File: config.mk
export PLATFORM = sky130hd
export DESIGN_NAME = abrAddrFormer
export DESIGN_NICKNAME = d
export VERILOG_FILES = /design/src/rtl/abrPkg.sv /design/src/rtl/abrCtl.sv /design/src/rtl/abrPath.sv /design/src/rtl/abrAddrFormer.sv
export SDC_FILE = /design/constraint.sdc
export NUM_CORES = 1
export LEC_CHECK = 0
export ABC_CLOCK_PERIOD_IN_PS = 6200
export BUFFER_PORTS_ARGS = -buffer_cell sky130_fd_sc_hd__buf_2
export CELL_PAD_IN_SITES_DETAIL_PLACEMENT = 1
export CELL_PAD_IN_SITES_GLOBAL_PLACEMENT = 1
export CORE_MARGIN = 2
export CORE_UTILIZATION = 53
export DETAILED_ROUTE_END_ITERATION = 10
export GPL_ROUTABILITY_DRIVEN = 0
export HOLD_SLACK_MARGIN = 0.08
export PLACE_DENSITY_LB_ADDON = 0.25
export SLEW_MARGIN = 15
export SYNTH_ARGS = -nofsm -noshare
export SYNTH_HDL_FRONTEND = slang
export SYNTH_SLANG_ARGS = --single-unit
File: constraint.sdc
create_clock -name clk -period 6.2 [get_ports clk]
set_clock_uncertainty 0.2 [all_clocks]
set_input_delay 0.62 -clock clk [delete_from_list [all_inputs] [get_ports clk]]
set_output_delay 0.62 -clock clk [all_outputs]
set_load 0.01 [all_outputs]
File: src/rtl/abrPkg.sv
package abrPkg;
  localparam int NUM_BASE = 8;
  localparam int SEL_W    = $clog2(NUM_BASE);
  localparam int ADDR_W   = 18;
  localparam int CTL_W    = 6;
  localparam int REG_W    = ADDR_W + CTL_W;
  localparam int Y_W      = ADDR_W - SEL_W;
  localparam int EXT_BIT  = ADDR_W + SEL_W;
  localparam int INST_W   = 36;
  localparam int MODE_BIT = 29;

  typedef struct packed {
    logic capture;
    logic load;
  } abrStrobe_t;
endpackage

File: src/rtl/abrCtl.sv
module abrCtl
  import abrPkg::*;
(
  input  logic       clk,
  input  logic       rstN,
  input  logic       inValid,
  input  logic       wrEn,
  output abrStrobe_t strb,
  output logic       outValid
);
  always_comb begin
    strb.capture = inValid;
    strb.load    = wrEn;
  end

  always_ff @(posedge clk) begin
    if (!rstN) outValid <= 1'b0;
    else       outValid <= inValid;
  end
endmodule

File: src/rtl/abrPath.sv
module abrPath
  import abrPkg::*;
(
  input  logic              clk,
  input  logic              rstN,
  input  abrStrobe_t        strb,
  input  logic [SEL_W-1:0]  wrSel,
  input  logic [REG_W-1:0]  wrData,
  input  logic              modeSel,
  input  logic [ADDR_W-1:0] addrField,
  output logic              outAppend,
  output logic [ADDR_W-1:0] outSeg,
  output logic [ADDR_W-1:0] outOffset,
  output logic              outPairErr
);
  logic [REG_W-1:0] baseReg [NUM_BASE];

  for (genvar g = 0; g < NUM_BASE; g++) begin : gBase
    always_ff @(posedge clk) begin
      if (!rstN)
        baseReg[g] <= '0;
      else if (strb.load && wrSel == SEL_W'(g))
        baseReg[g] <= wrData;
    end
  end

  logic [SEL_W-1:0]  selIdx;
  logic [Y_W-1:0]    yField;
  logic [REG_W-1:0]  selReg;
  logic [SEL_W-1:0]  partnerIdx;
  logic [REG_W-1:0]  partnerReg;
  logic [ADDR_W-1:0] sumOfs;
  logic              nxtAppend;
  logic [ADDR_W-1:0] nxtSeg;
  logic [ADDR_W-1:0] nxtOfs;
  logic              nxtErr;

  always_comb begin
    selIdx     = addrField[SEL_W-1:0];
    yField     = addrField[ADDR_W-1:SEL_W];
    selReg     = baseReg[selIdx];
    partnerIdx = selReg[ADDR_W +: SEL_W];
    partnerReg = baseReg[partnerIdx];
    sumOfs     = {{SEL_W{1'b0}}, yField} + selReg[ADDR_W-1:0];

    nxtAppend = modeSel;
    nxtSeg    = '0;
    nxtOfs    = addrField;
    nxtErr    = 1'b0;
    if (modeSel) begin
      if (selReg[EXT_BIT]) begin
        nxtSeg = selReg[ADDR_W-1:0];
        nxtOfs = {{SEL_W{1'b0}}, yField};
      end else begin
        nxtOfs = sumOfs;
        if (partnerReg[EXT_BIT]) nxtSeg = partnerReg[ADDR_W-1:0];
        else                     nxtErr = 1'b1;
      end
    end
  end

  always_ff @(posedge clk) begin
    if (!rstN) begin
      outAppend  <= 1'b0;
      outSeg     <= '0;
      outOffset  <= '0;
      outPairErr <= 1'b0;
    end else if (strb.capture) begin
      outAppend  <= nxtAppend;
      outSeg     <= nxtSeg;
      outOffset  <= nxtOfs;
      outPairErr <= nxtErr;
    end
  end
endmodule

File: src/rtl/abrAddrFormer.sv
module abrAddrFormer
  import abrPkg::*;
(
  input  logic              clk,
  input  logic              rstN,
  input  logic              wrEn,
  input  logic [SEL_W-1:0]  wrSel,
  input  logic [REG_W-1:0]  wrData,
  input  logic              inValid,
  input  logic [INST_W-1:0] instWord,
  output logic              outValid,
  output logic              outAppend,
  output logic [ADDR_W-1:0] outSeg,
  output logic [ADDR_W-1:0] outOffset,
  output logic              outPairErr
);
  abrStrobe_t strb;

  abrCtl uCtl (
    .clk      (clk),
    .rstN     (rstN),
    .inValid  (inValid),
    .wrEn     (wrEn),
    .strb     (strb),
    .outValid (outValid)
  );

  abrPath uPath (
    .clk        (clk),
    .rstN       (rstN),
    .strb       (strb),
    .wrSel      (wrSel),
    .wrData     (wrData),
    .modeSel    (instWord[MODE_BIT]),
    .addrField  (instWord[ADDR_W-1:0]),
    .outAppend  (outAppend),
    .outSeg     (outSeg),
    .outOffset  (outOffset),
    .outPairErr (outPairErr)
  );
endmodule

Yosys cells after proc, flatten, opt, wreduce, memory -nomap -nowiden
Memories as Yosys holds them, arrays and structs flattened. Index checks and enable logic that the tools add are counted.

$add $sub $neg: 1. Equal/unequal tests: 7. Mux-type cells: 41. Bitwise logic cells: 8. Reduce and logical (&&, ||, !) cells: 9.

Operator list (count): two-way mux 24 bit (8); two-way mux 18 bit (5); two-way mux 1 bit (28); adder 15 x 18 -> 18 bit (1); == test 3 bit, second input constant (4); logical AND 1 bit (8); bitwise OR 1 bit (8); == test 3 x 2 -> 1 bit, second input constant (2); == test 3 x 1 -> 1 bit, second input constant (1); zero test 3 bit (1).

Register bits after elaboration: 39. RAM bits: 192. Output and inout port bits: 39. Memories kept: 1.

Memories: uPath.baseReg (depth 8, width 24, rd ports 2, clocked after Yosys merged registers in 0, wr ports 8, RTL line abrPath.sv:16) `logic [REG_W-1:0] baseReg [NUM_BASE];`.

Depth between registers and ports, before layout
Gate-level depths: netlist (run 1).

Depth after elaboration: 6. Gate-level depth with buffers: 14. Depth with buffers taken out: 11.

Hierarchy
Synthesis (run 1) repeated with hierarchy kept, for this count alone.

Cells, all modules: 853. Area, all modules: 11577.4 µm².

By module, submodules not included: abrPath (instances 1, cells an instance 849, area each 11536.1 µm², seq. area each 6045.8 µm²); abrCtl (instances 1, cells an instance 4, area each 41.3 µm², seq. area each 20.0 µm²).

Least setup slack after synthesis (run 1)
Ideal clock, no wire load.

Path kind: input -> register. Start point: input port instWord[0]. End point: register uPath.outOffset[12]. Data arrival time: 4.045 ns. Required time: 5.914 ns. Path slack: 1.869 ns. Cell stages on the path: 14. Path buffers: 3. Path through: buf_4 buf_2 buf_2 mux4_2 mux2_2 ha_1 fa_1 a211oi_1 o21ai_0 a21oi_1 o21bai_1 a21oi_1 xor2_1 a211oi_1.

Longest elaborated chain between the ends: 4.

Ends and longest elaborated chain: from (decl) (RTL line abrAddrFormer.sv:10) `input logic [INST_W-1:0] instWord,`; memory read (8 x 24 bit) *; adder 15 x 18 -> 18 bit (RTL line abrPath.sv:44) `sumOfs = {{SEL_W{1'b0}}, yField} + selReg[ADDR_W-1:0];`; two-way mux 18 bit * (RTL line abrPath.sv:51) `if (selReg[EXT_BIT]) begin`; two-way mux 18 bit * (RTL line abrPath.sv:50) `if (modeSel) begin`; to (signal assigned) (RTL line abrPath.sv:71) `outOffset <= nxtOfs;`; to (decl) (RTL line abrPath.sv:13) `output logic [ADDR_W-1:0] outOffset,`.

Mark *: on every way between the ends. The rest lies on a longest branch, timed or not. A chain may end at the register's enable or synchronous reset.

Worst setup path in the final report (run 1)
Start point: input port instWord[0]. End point: register uPath.outSeg[6].

Longest elaborated chain between the ends: 5.

Ends and longest elaborated chain: memory read (8 x 24 bit) (2 in series); two-way mux 18 bit (RTL line abrPath.sv:56) `if (partnerReg[EXT_BIT]) nxtSeg = partnerReg[ADDR_W-1:0];`; two-way mux 18 bit * (RTL line abrPath.sv:51); two-way mux 18 bit * (RTL line abrPath.sv:50); to (signal assigned) (RTL line abrPath.sv:70) `outSeg <= nxtSeg;`; to (decl) (RTL line abrPath.sv:12) `output logic [ADDR_W-1:0] outSeg,`.

Marks and branches as above.

==> results.md, run 1 <==
* Run status: finished clean
* Largest net degree at the start of global routing at 76
* Fin. max-slew vios at 0
* Leak at 5.12 nW
* DP HPWL at 22700 um
* CTS Buf Count at 25
* NetSw at 1.09 mW
* Min-Delay Endpoint: uPath.baseReg[5][2]
* Peak Freq at 239 MHz
* TNS Setup at 0 ns
* Critical path's slowest cell: mux2i_4
* Post-synth top flop: edfxtp_1
* Placed cell count at 1277
* Reg2Reg Depth at 11
* Synthesized cell area at 11800 um^2
* Final setup fails at 0
* Final WL at 35300 um
* Final Cell Area at 13300 um^2
* Fill cells at 2216
* Multi-input logic area at 5460 um^2
* Max-cap violations at 0
* Final Net Count at 1107
* Sw Ratio at 0.284
* GRT Residual Overflow at 0
* DR vias/cell at 6.39
* Worst hold path stage count at 2
* Worst min path class: input pin to register
* RSZ-0062 raised after global routing: false
* Crit path cell chain: buf_4, buf_4, buf_4, mux4_2, mux2i_4, and3_1, nand2_1, or2_1, buf_4, o21ai_1
* I/O Buffers at 86
* Antenna violations before repair at 2
* Tmin final at 4.18 ns
* Reg area at 6070 um^2
* Final hold vios at 0
* Seq/Total Area, Yosys at 0.514
* Vias in the first global route at 9127
* Part of the power in registers at 0.448
* Via Count at 8455
* Cells after synthesis at 946
* Die X at 153 um
* # resized after CTS at 0
* Slew of the pin with the lowest slew margin at 1.11 ns
* Fin crit share at 0.675
* Core Box Area at 21800 um^2
* Initial drt markers at 715
* FF+latch count, synth at 215
* Wire per inst at 26.7 um
* Fin cells at 1323
* Clock Latency Late Sink at 0.53 ns
* CTS tree: yes
* Mean Syn Cell Area at 12.5 um^2
* Slew margin rel. at 0.257
* Gate power share at 0.198
* Ys Warns at 0
* Total power at 3.84 mW
* CTS Hold Buffers Added at 0
* Post-CTS Setup Bufs at 0
* Starting density of the core at 0.541
* Place WS at 1.52 ns
* Reg clk slew, reported paths at 0.06 ns
* Total Die Area at 23500 um^2
* CP max FO at 32
* Clock Power Share at 0.354
* Reg-to-Reg Start: uPath.baseReg[3][0]
* P per Cell Area at 289 nW/um^2
* FP Rows at 54
* Worst hold start: wrData[2]
* First-pass GRT wire length at 54200 um
* Async set or reset register ratio after synthesis at 0
* WP data required at 6.45 ns
* Peak supply drop at 192 uV
* Internal at 2.75 mW
* CP Capture Type: register
* Remaining DRCs at 0
* Yosys cell types at 60
* Worst path max stage delay at 0.70 ns
* Share of layout cells above drive strength 1 at 0.246
* Num ports at 106
* Area Growth Syn to Fin at 12.7%
* Crit start category: input pin
* Synth Net Count at 1029
* Worst setup margin at 2.02 ns
* Drt pass-1 iters at 5
* Clock Path Buffers at 3
* Critical Setup Path Class: input pin to register
* Tot GR Track Use at 0.303
* Die Ht at 153 um
* Clock sinks at 215
* Antenna Nets Post-Route at 0
* Post-synth EDFFs at 176
* Most common cell after layout, fill and taps aside: and2_1
* Root Driver: clkbuf_16
* Most frequent cells in the layout: and2_1 (178), edfxtp_1 (176), buf_2 (85), mux2i_1 (71), mux4_2 (46)
* Arrival @ worst endpoint at 4.43 ns
* Most Frequent Cell on Critical Path: buf_4
* Placed inst area at 12600 um^2
* Flop2flop setup slack at 2.48 ns
* CTS H-tree lvls at 1
* Reg2reg end: uPath.outOffset[16]
==> flip-flops by register name (all words and copies together) (netlist names) <==
| name | flops |
|---|---|
| uPath.outSeg | 18 |
| uCtl.outValid | 1 |
| uPath.baseReg | 176 |
| uPath.outAppend | 1 |
| uPath.outPairErr | 1 |
| uPath.outOffset | 18 |
==> metal layers <==
layer	vias to the layer above	GRT usage	share of wire	wire, um
li1	3721	-	-	-
met1	4296	0.383	0.40	14000
met2	358	0.526	0.50	17700
met3	80	0.0488	0.070	2480
met4	0	0.112	0.033	1170
met5	-	0	0	0
==> kinds of logic (layout without fill, tap and decap cells) <==
kind of cell               count (synthesis)  after routing  synth area share
AOI/OAI and AO/OA                        190            190             0.105
xor gates and xnor gates                  13             13           0.00965
adders and majority gates                 16             16            0.0176
buffers and inverters                     70            165            0.0302
DFF                                      215            215             0.514
muxes                                    154            154             0.186
other                                      0              2                 0
and+or+nand+nor                          288            288             0.137
==> how the worst max path moves through the flow <==
stage / slack, ns / to / start
after floorplan: 1.87 / uPath.outOffset[12] / instWord[0]
after global placement: 1.57 / uPath.outOffset[16] / instWord[0]
after detailed placement: 1.52 / uPath.outSeg[6] / instWord[0]
after CTS: 2.03 / uPath.outSeg[6] / instWord[0]
after global routing: 1.82 / uPath.outSeg[14] / instWord[0]
final: 2.02 / uPath.outSeg[6] / instWord[0]
==> area by class of cell <==
type	instances	share of cell area
antenna	2	0.000376
clock inverter	11	0.00565
clock buffer	33	0.0493
inverter	5	0.00141
multi-input combinational	661	0.410
timing repair buffer	116	0.0504
sequential	215	0.456
tap	280	0.0263
==> metrics by stage <==
step	hold WS (ns)	utilization
2_1_floorplan	0.291	-
6_report	0.251	0.609
3_5_place_dp	0.264	0.576
3_3_place_gp	0.254	0.576
4_1_cts	0.232	0.609
5_1_grt	0.241	0.609
==> Yosys cell counts (7+ instances only) <==
cell type  instances  area share
mux4_2            46       0.088
ha_1              15       0.016
buf_2              9      0.0038
mux2_2            32       0.031
and2_1           178       0.094
buf_6              9      0.0086
nor2b_1            8      0.0042
a21oi_1           43       0.018
edfxtp_1         176        0.45
mux2i_1           72       0.061
nor2_1            39       0.012
o21ai_0           35       0.015
a211oi_1           9      0.0057
a21o_1             7      0.0045
o21ai_2           11      0.0082
o21ai_1           17      0.0072
a22oi_1           20       0.013
clkbuf_1          41       0.013
dfxtp_1           39       0.066
a22o_1            15       0.011
nand2_1           33       0.010
xnor2_1            8      0.0059
==> worst max-delay path: cells and delay by family <==
kind | cells | cell delay, ns
buffers and inverters | 4 | 1.34
muxes | 2 | 1.27
and+or+nand+nor | 3 | 0.95
AOI/OAI and AO/OA | 1 | 0.18
==> power groups by stage <==
stage	clock [mW]	sequential [mW]	combinational (mW)
after floorplan	0	1.74	0.508
after global placement	0	1.73	0.729
after detailed placement	0	1.75	0.748
after CTS	1.38	1.72	0.758
after global routing	1.43	1.73	0.817
final	1.36	1.72	0.763
No activity file was read; power rests on OpenSTA's default activity.
==> inputs of run 2 (changes only) <==
Settings changed: ABC_CLOCK_PERIOD_IN_PS 6200 to 4000, CORE_UTILIZATION 53 to 49.
Clock period 6.2 ns to 4 ns, I/O delays scaled along.
==> run 2 against run 1 <==
Against the previous run:
- register-to-register slack got worse by 2.3 ns
- hold slack got worse by 0.15 ns
- sequential cell count did not move
- power rose by 58%
- critical path depth rose by 1
- clock power rose by 61%
- critical endpoint is now uPath.outOffset[9]
- critical path type is now register to register
==> results.md, run 2 (synthesis results as in run 1) <==
* Worst hold start: wrData[15]
* Antenna violations before repair at 0 (-2)
* CTS Buf Count at 25 (unchanged)
* WP data required at 4.21 ns (-2.24 ns)
* DR vias/cell at 6.02 (-5.8%)
* Largest regs: uPath.baseReg: 176 flops, uPath.outOffset: 18 flops, uPath.outSeg: 18 flops
* Slew of the pin with the lowest slew margin at 0.909 ns (-0.202 ns)
* Remaining DRCs at 0 (unchanged)
* Placed cell count at 1330 (+4.2%)
* Fill cells at 2432 (+9.7%)
* Worst path max stage delay at 0.57 ns (-0.13 ns)
* Most common cell after layout, fill and taps aside: and2_1
* Slew margin rel. at 0.394 (+0.137)
* CP max FO at 6 (-81%)
* Fin. max-slew vios at 0 (unchanged)
* Worst hold path stage count at 2 (unchanged)
* Peak supply drop at 351 uV (+83%)
* Die X at 159 um (+3.9%)
* Min-Delay Endpoint: uPath.baseReg[3][15]
* Fin crit share at 0.957
* Internal at 4.39 mW (+59%)
* Reg clk slew, reported paths at 0.06 ns (about the same)
* # resized after CTS at 0 (unchanged)
* Part of the power in registers at 0.438 (-0.010)
* CTS tree: yes
* Total Die Area at 25300 um^2 (+7.9%)
* Vias in the first global route at 9135 (+0.088%)
* Clock Path Buffers at 3 (unchanged)
* Crit path cell chain: mux4_2, mux2_2, ha_1, a21oi_1, o21bai_1, a221o_1, a31oi_1, xnor2_1, mux2i_1, a31oi_1, dlygate4sd3_1
* GRT Residual Overflow at 0 (unchanged)
* Critical path's slowest cell: dlygate4sd3_1
* P per Cell Area at 439 nW/um^2 (+52%)
* Final Net Count at 1154 (+4.2%)
* First-pass GRT wire length at 53300 um (-1.7%)
* TNS Setup at 0 ns (unchanged)
* Die Ht at 159 um (+3.9%)
* Most frequent cells in the layout: and2_1 (178), edfxtp_1 (176), buf_2 (85), mux2i_1 (71), mux4_2 (46)
* Share of layout cells above drive strength 1 at 0.248 (+0.00202)
* Reg-to-Reg Start: uPath.baseReg[1][6]
* Final setup fails at 0 (unchanged)
* Flop2flop setup slack at 0.17 ns (-2.31 ns)
* Total power at 6.08 mW (+58%)
* Final WL at 34800 um (-1.4%)
* Clock Latency Late Sink at 0.53 ns (about the same)
* Post-CTS Setup Bufs at 0 (unchanged)
* Reg area at 6070 um^2 (unchanged)
* Leak at 5.35 nW (+4.5%)
* Initial drt markers at 670 (-6.3%)
* Run status: finished clean
* Area Growth Syn to Fin at 17.3%
* I/O Buffers at 86 (unchanged)
* Core Box Area at 23500 um^2 (+7.9%)
* Worst min path class: input pin to register
* # diodes at 0 (-2)
* CP Capture Type: register
* Arrival @ worst endpoint at 4.04 ns (-0.39 ns)
* Critical Setup Path Class: register to register
* Via Count at 8474 (+0.22%)
* Most Frequent Cell on Critical Path: a31oi_1
* CTS H-tree lvls at 1 (unchanged)
* Tmin final at 3.83 ns
* RSZ-0062 raised after global routing: false
* Max-cap violations at 0 (unchanged)
* Starting density of the core at 0.501 (-0.0395)
* Sw Ratio at 0.279 (-0.00498)
* Clock Power Share at 0.360 (+0.006)
* Final hold vios at 0 (unchanged)
* Tot GR Track Use at 0.273 (-0.0294)
* Root Driver: clkbuf_16
* Reg2Reg Depth at 11 (unchanged)
* Multi-input logic area at 5450 um^2 (-0.16%)
* DP HPWL at 21900 um (-3.3%)
* Final Cell Area at 13800 um^2 (+4.1%)
* Drt pass-1 iters at 5 (unchanged)
* Top reg by flops: uPath.baseReg
* Reg2reg end: uPath.outOffset[9]
* Wire per inst at 24.7 um (-7.4%)
* Placed inst area at 12700 um^2 (+1.4%)
* Gate power share at 0.202 (+0.004)
* Largest net degree at the start of global routing at 50 (-34%)
* FP Rows at 56 (+3.7%)
* NetSw at 1.70 mW (+55%)
* Num ports at 106 (unchanged)
* Antenna Nets Post-Route at 0 (unchanged)
* Peak Freq at 261 MHz
* Clock sinks at 215 (unchanged)
* Max reg flops at 176 (unchanged)
* Fin cells at 1408 (+6.4%)
* Crit start category: register
run 2: final cells by class:
type	count	area share
Timing Repair Buffer	163	0.0826
Clock buffer	34	0.0476
Clock inverter	11	0.00768
Inverter	5	0.00136
Multi-Input combinational cell	661	0.394
Sequential cell	215	0.438
Tap cell	319	0.0288
run 2: layer usage:
metal,track usage,vias up,wire (um)
li1,-,3809,-
met1,0.347,4319,14400
met2,0.492,281,17800
met3,0.0315,65,1770
met4,0.0843,0,844
met5,0,-,0
run 2: repair_timing:
item	4_1_cts	5_1_grt
hold endpoints to repair	162	0
setup endpoints to repair	0	0
hold buffers	33	0
run 2: worst max path at each step:
stage                              from             endpoint  slack (ns)  cells past startpoint
global placement            instWord[0]  uPath.outOffset[12]        0.16                     12
CTS                 uPath.baseReg[1][6]   uPath.outOffset[9]        0.17                     11
floorplan                   instWord[0]  uPath.outOffset[12]       -0.02                     14
finish              uPath.baseReg[1][6]   uPath.outOffset[9]        0.17                     11
detailed placement          instWord[0]  uPath.outOffset[16]        0.10                     12
global route        uPath.baseReg[7][0]  uPath.outOffset[16]        0.05                     11
run 2: stage by stage:
step / util / hold slack, ns / setup WS [ns]
finish: 0.588 / 0.105 / 0.170
global route: 0.588 / 0.102 / 0.0453
CTS: 0.588 / 0.0825 / 0.170
detailed placement: 0.541 / 0.258 / 0.101
global placement: 0.541 / 0.255 / 0.157
floorplan: - / 0.291 / -0.0153
run 2: power by group through the flow:
stage | sequential [mW] | combinational [mW] | clock (mW)
after global placement | 2.69 | 1.16 | 0
final | 2.66 | 1.23 | 2.19
after CTS | 2.66 | 1.23 | 2.21
after floorplan | 2.69 | 0.789 | 0
after global routing | 2.68 | 1.32 | 2.29
after detailed placement | 2.70 | 1.19 | 0
run 2: worst max-delay path, delay by kind of cell (launching register included):
family	cells	cell delay [ns]
buffers and inverters	1	0.57
DFF	1	0.42
adders and majority gates	1	0.38
muxes	3	0.94
xor gates and xnor gates	1	0.11
AOI/OAI and AO/OA	5	1.08
==> inputs of run 3 (changes only) <==
Settings changed: CORE_UTILIZATION 49 to 51, CTS_BUF_LIST from default to sky130_fd_sc_hd__clkbuf_4 sky130_fd_sc_hd__clkbuf_8.
==> run 3 against run 2 <==
Against the previous run:
- core utilization rose by 1.6 points
- sequential power barely moved
- worst setup slack improved by 0.025 ns
==> results.md, run 3 (synthesis results as in run 1) <==
* Internal at 4.13 mW (-5.7%)
* Wire per inst at 26.1 um (+5.4%)
* Final hold vios at 0 (unchanged)
* Tot GR Track Use at 0.305 (+0.0319)
* Clock Path Buffers at 3 (unchanged)
* Top reg by flops: uPath.baseReg
* I/O Buffers at 86 (unchanged)
* CTS H-tree lvls at 2 (+1)
* Antenna Nets Post-Route at 0 (unchanged)
* Final Net Count at 1167 (+1.1%)
* Placed cell count at 1295 (-2.6%)
* DP HPWL at 23000 um (+4.8%)
* RSZ-0062 raised after global routing: false
* Fin. max-slew vios at 0 (unchanged)
* Drt pass-1 iters at 5 (unchanged)
* Share of layout cells above drive strength 1 at 0.267 (+0.0190)
* NetSw at 1.72 mW (+1.1%)
* Worst min path class: input pin to register
* Root Driver: clkbuf_8
* Fill cells at 2336 (-3.9%)
* CTS tree: yes
* Clock Power Share at 0.332 (-0.028)
* GRT Residual Overflow at 0 (unchanged)
* Sw Ratio at 0.293 (+0.0143)
* Fin cells at 1395 (-0.92%)
* Arrival @ worst endpoint at 4.08 ns (+0.04 ns)
* Starting density of the core at 0.520 (+0.0184)
* Initial drt markers at 851 (+27%)
* Clock Latency Late Sink at 0.54 ns (about the same)
* Peak supply drop at 198 uV (-44%)
* Largest net degree at the start of global routing at 57 (+14%)
* Reg clk slew, reported paths at 0.06 ns (about the same)
* FP Rows at 55 (-1.8%)
* Leak at 5.34 nW (-0.10%)
* Total power at 5.85 mW (-3.8%)
* WP data required at 4.27 ns (+0.06 ns)
* Die Ht at 156 um (-1.9%)
* Part of the power in registers at 0.456 (+0.018)
* Area Growth Syn to Fin at 16.3%
* Final setup fails at 0 (unchanged)
* CP max FO at 6 (unchanged)
* Most frequent cells in the layout: and2_1 (178), edfxtp_1 (176), buf_2 (85), mux2i_1 (71), mux4_2 (46)
* P per Cell Area at 426 nW/um^2 (-3.0%)
* Antenna violations before repair at 3 (+3)
* Via Count at 8638 (+1.9%)
* Critical Setup Path Class: register to register
* Remaining DRCs at 0 (unchanged)
* Gate power share at 0.212 (+0.010)
* Clock sinks at 215 (unchanged)
* Run status: finished clean
* DR vias/cell at 6.19 (+2.9%)
* Crit start category: register
* CP Capture Type: register
* CTS Buf Count at 39 (+56%)
* Tmin final at 3.80 ns (-0.0254 ns)
* Total Die Area at 24400 um^2 (-3.8%)
* Slew margin rel. at 0.326 (-0.0682)
* First-pass GRT wire length at 55200 um (+3.5%)
* Vias in the first global route at 9407 (+3.0%)
* Fin crit share at 0.951 (-0.00634)
* Most common cell after layout, fill and taps aside: and2_1
* Slew of the pin with the lowest slew margin at 1.01 ns (+0.101 ns)
* Final WL at 36300 um (+4.4%)
* Die X at 156 um (-1.9%)
* Num ports at 106 (unchanged)
* Max-cap violations at 0 (unchanged)
* Largest regs: uPath.baseReg: 176 flops, uPath.outOffset: 18 flops, uPath.outSeg: 18 flops
* Peak Freq at 263 MHz (+0.67%)
* Core Box Area at 22700 um^2 (-3.5%)
* Max reg flops at 176 (unchanged)
## run 3: worst paths after layout
path	startpoint	cells past startpoint	to	slack, ns
worst min-delay path	instWord[17]	5	uPath.outOffset[17]	0.10
worst min register to register	uPath.outOffset[5]	2	uPath.outOffset[5]	0.28
worst max register to register	uPath.baseReg[4][6]	11	uPath.outOffset[11]	0.20
worst max-delay path	uPath.baseReg[4][6]	11	uPath.outOffset[11]	0.20
## run 3: per-layer routing
| layer | share of wire | vias to the layer above | GRT usage |
|---|---|---|---|
| li1 | - | 3852 | - |
| met1 | 0.40 | 4356 | 0.380 |
| met2 | 0.50 | 344 | 0.525 |
| met3 | 0.063 | 82 | 0.0542 |
| met4 | 0.034 | 4 | 0.131 |
| met5 | 0.00074 | - | 0 |
## run 3: metrics by stage
stage          area (um^2)  setup slack (ns)  hold WS [ns]   util  setup TNS (ns)
6_report             13700             0.195         0.102  0.604               0
5_1_grt              13700            0.0514         0.141  0.604               0
4_1_cts              13700             0.196        0.0867  0.604               0
3_5_place_dp         12700            0.0858         0.268  0.558               0
3_3_place_gp         12700             0.140         0.256  0.558               0
2_1_floorplan        11800           -0.0153         0.291      -         -0.0153
## run 3: critical path: stages, from the launching register on
cell,delay [ns]
edfxtp_1,0.41
mux4_2,0.49
mux2_2,0.32
ha_1,0.37
a21oi_1,0.21
o21bai_1,0.10
a221o_1,0.36
a31oi_2,0.19
o21ai_1,0.14
xnor2_1,0.15
a211oi_1,0.23
dlygate4sd3_1,0.57
## run 3: repair_timing
item                                   in CTS  in global routing
resized for setup                           0                  2
hold buffers                               33                  0
endpoints found under the hold margin     183                  0
setup endpoints to repair                   0                  1
setup buffers                               0                  0
## run 3: power by group through the flow
stage          clock network, mW  registers [mW]  logic (mW)
2_1_floorplan                  0            2.69       0.789
3_3_place_gp                   0            2.69        1.16
3_5_place_dp                   0            2.71        1.19
4_1_cts                     1.96            2.66        1.23
5_1_grt                     2.07            2.68        1.34
6_report                    1.94            2.67        1.24
## run 3: area by class of cell
| type | instances | area (um^2) | area share |
|---|---|---|---|
| sequential | 215 | 6070 | 0.442 |
| timing repair buffer | 162 | 1120 | 0.0819 |
| multi-input combinational | 661 | 5450 | 0.397 |
| tap | 285 | 357 | 0.0260 |
| clock buffer | 51 | 633 | 0.0461 |
| inverter | 5 | 18.8 | 0.00137 |
| antenna | 1 | 2.50 | 0.000182 |
| clock inverter | 15 | 71.3 | 0.00520 |
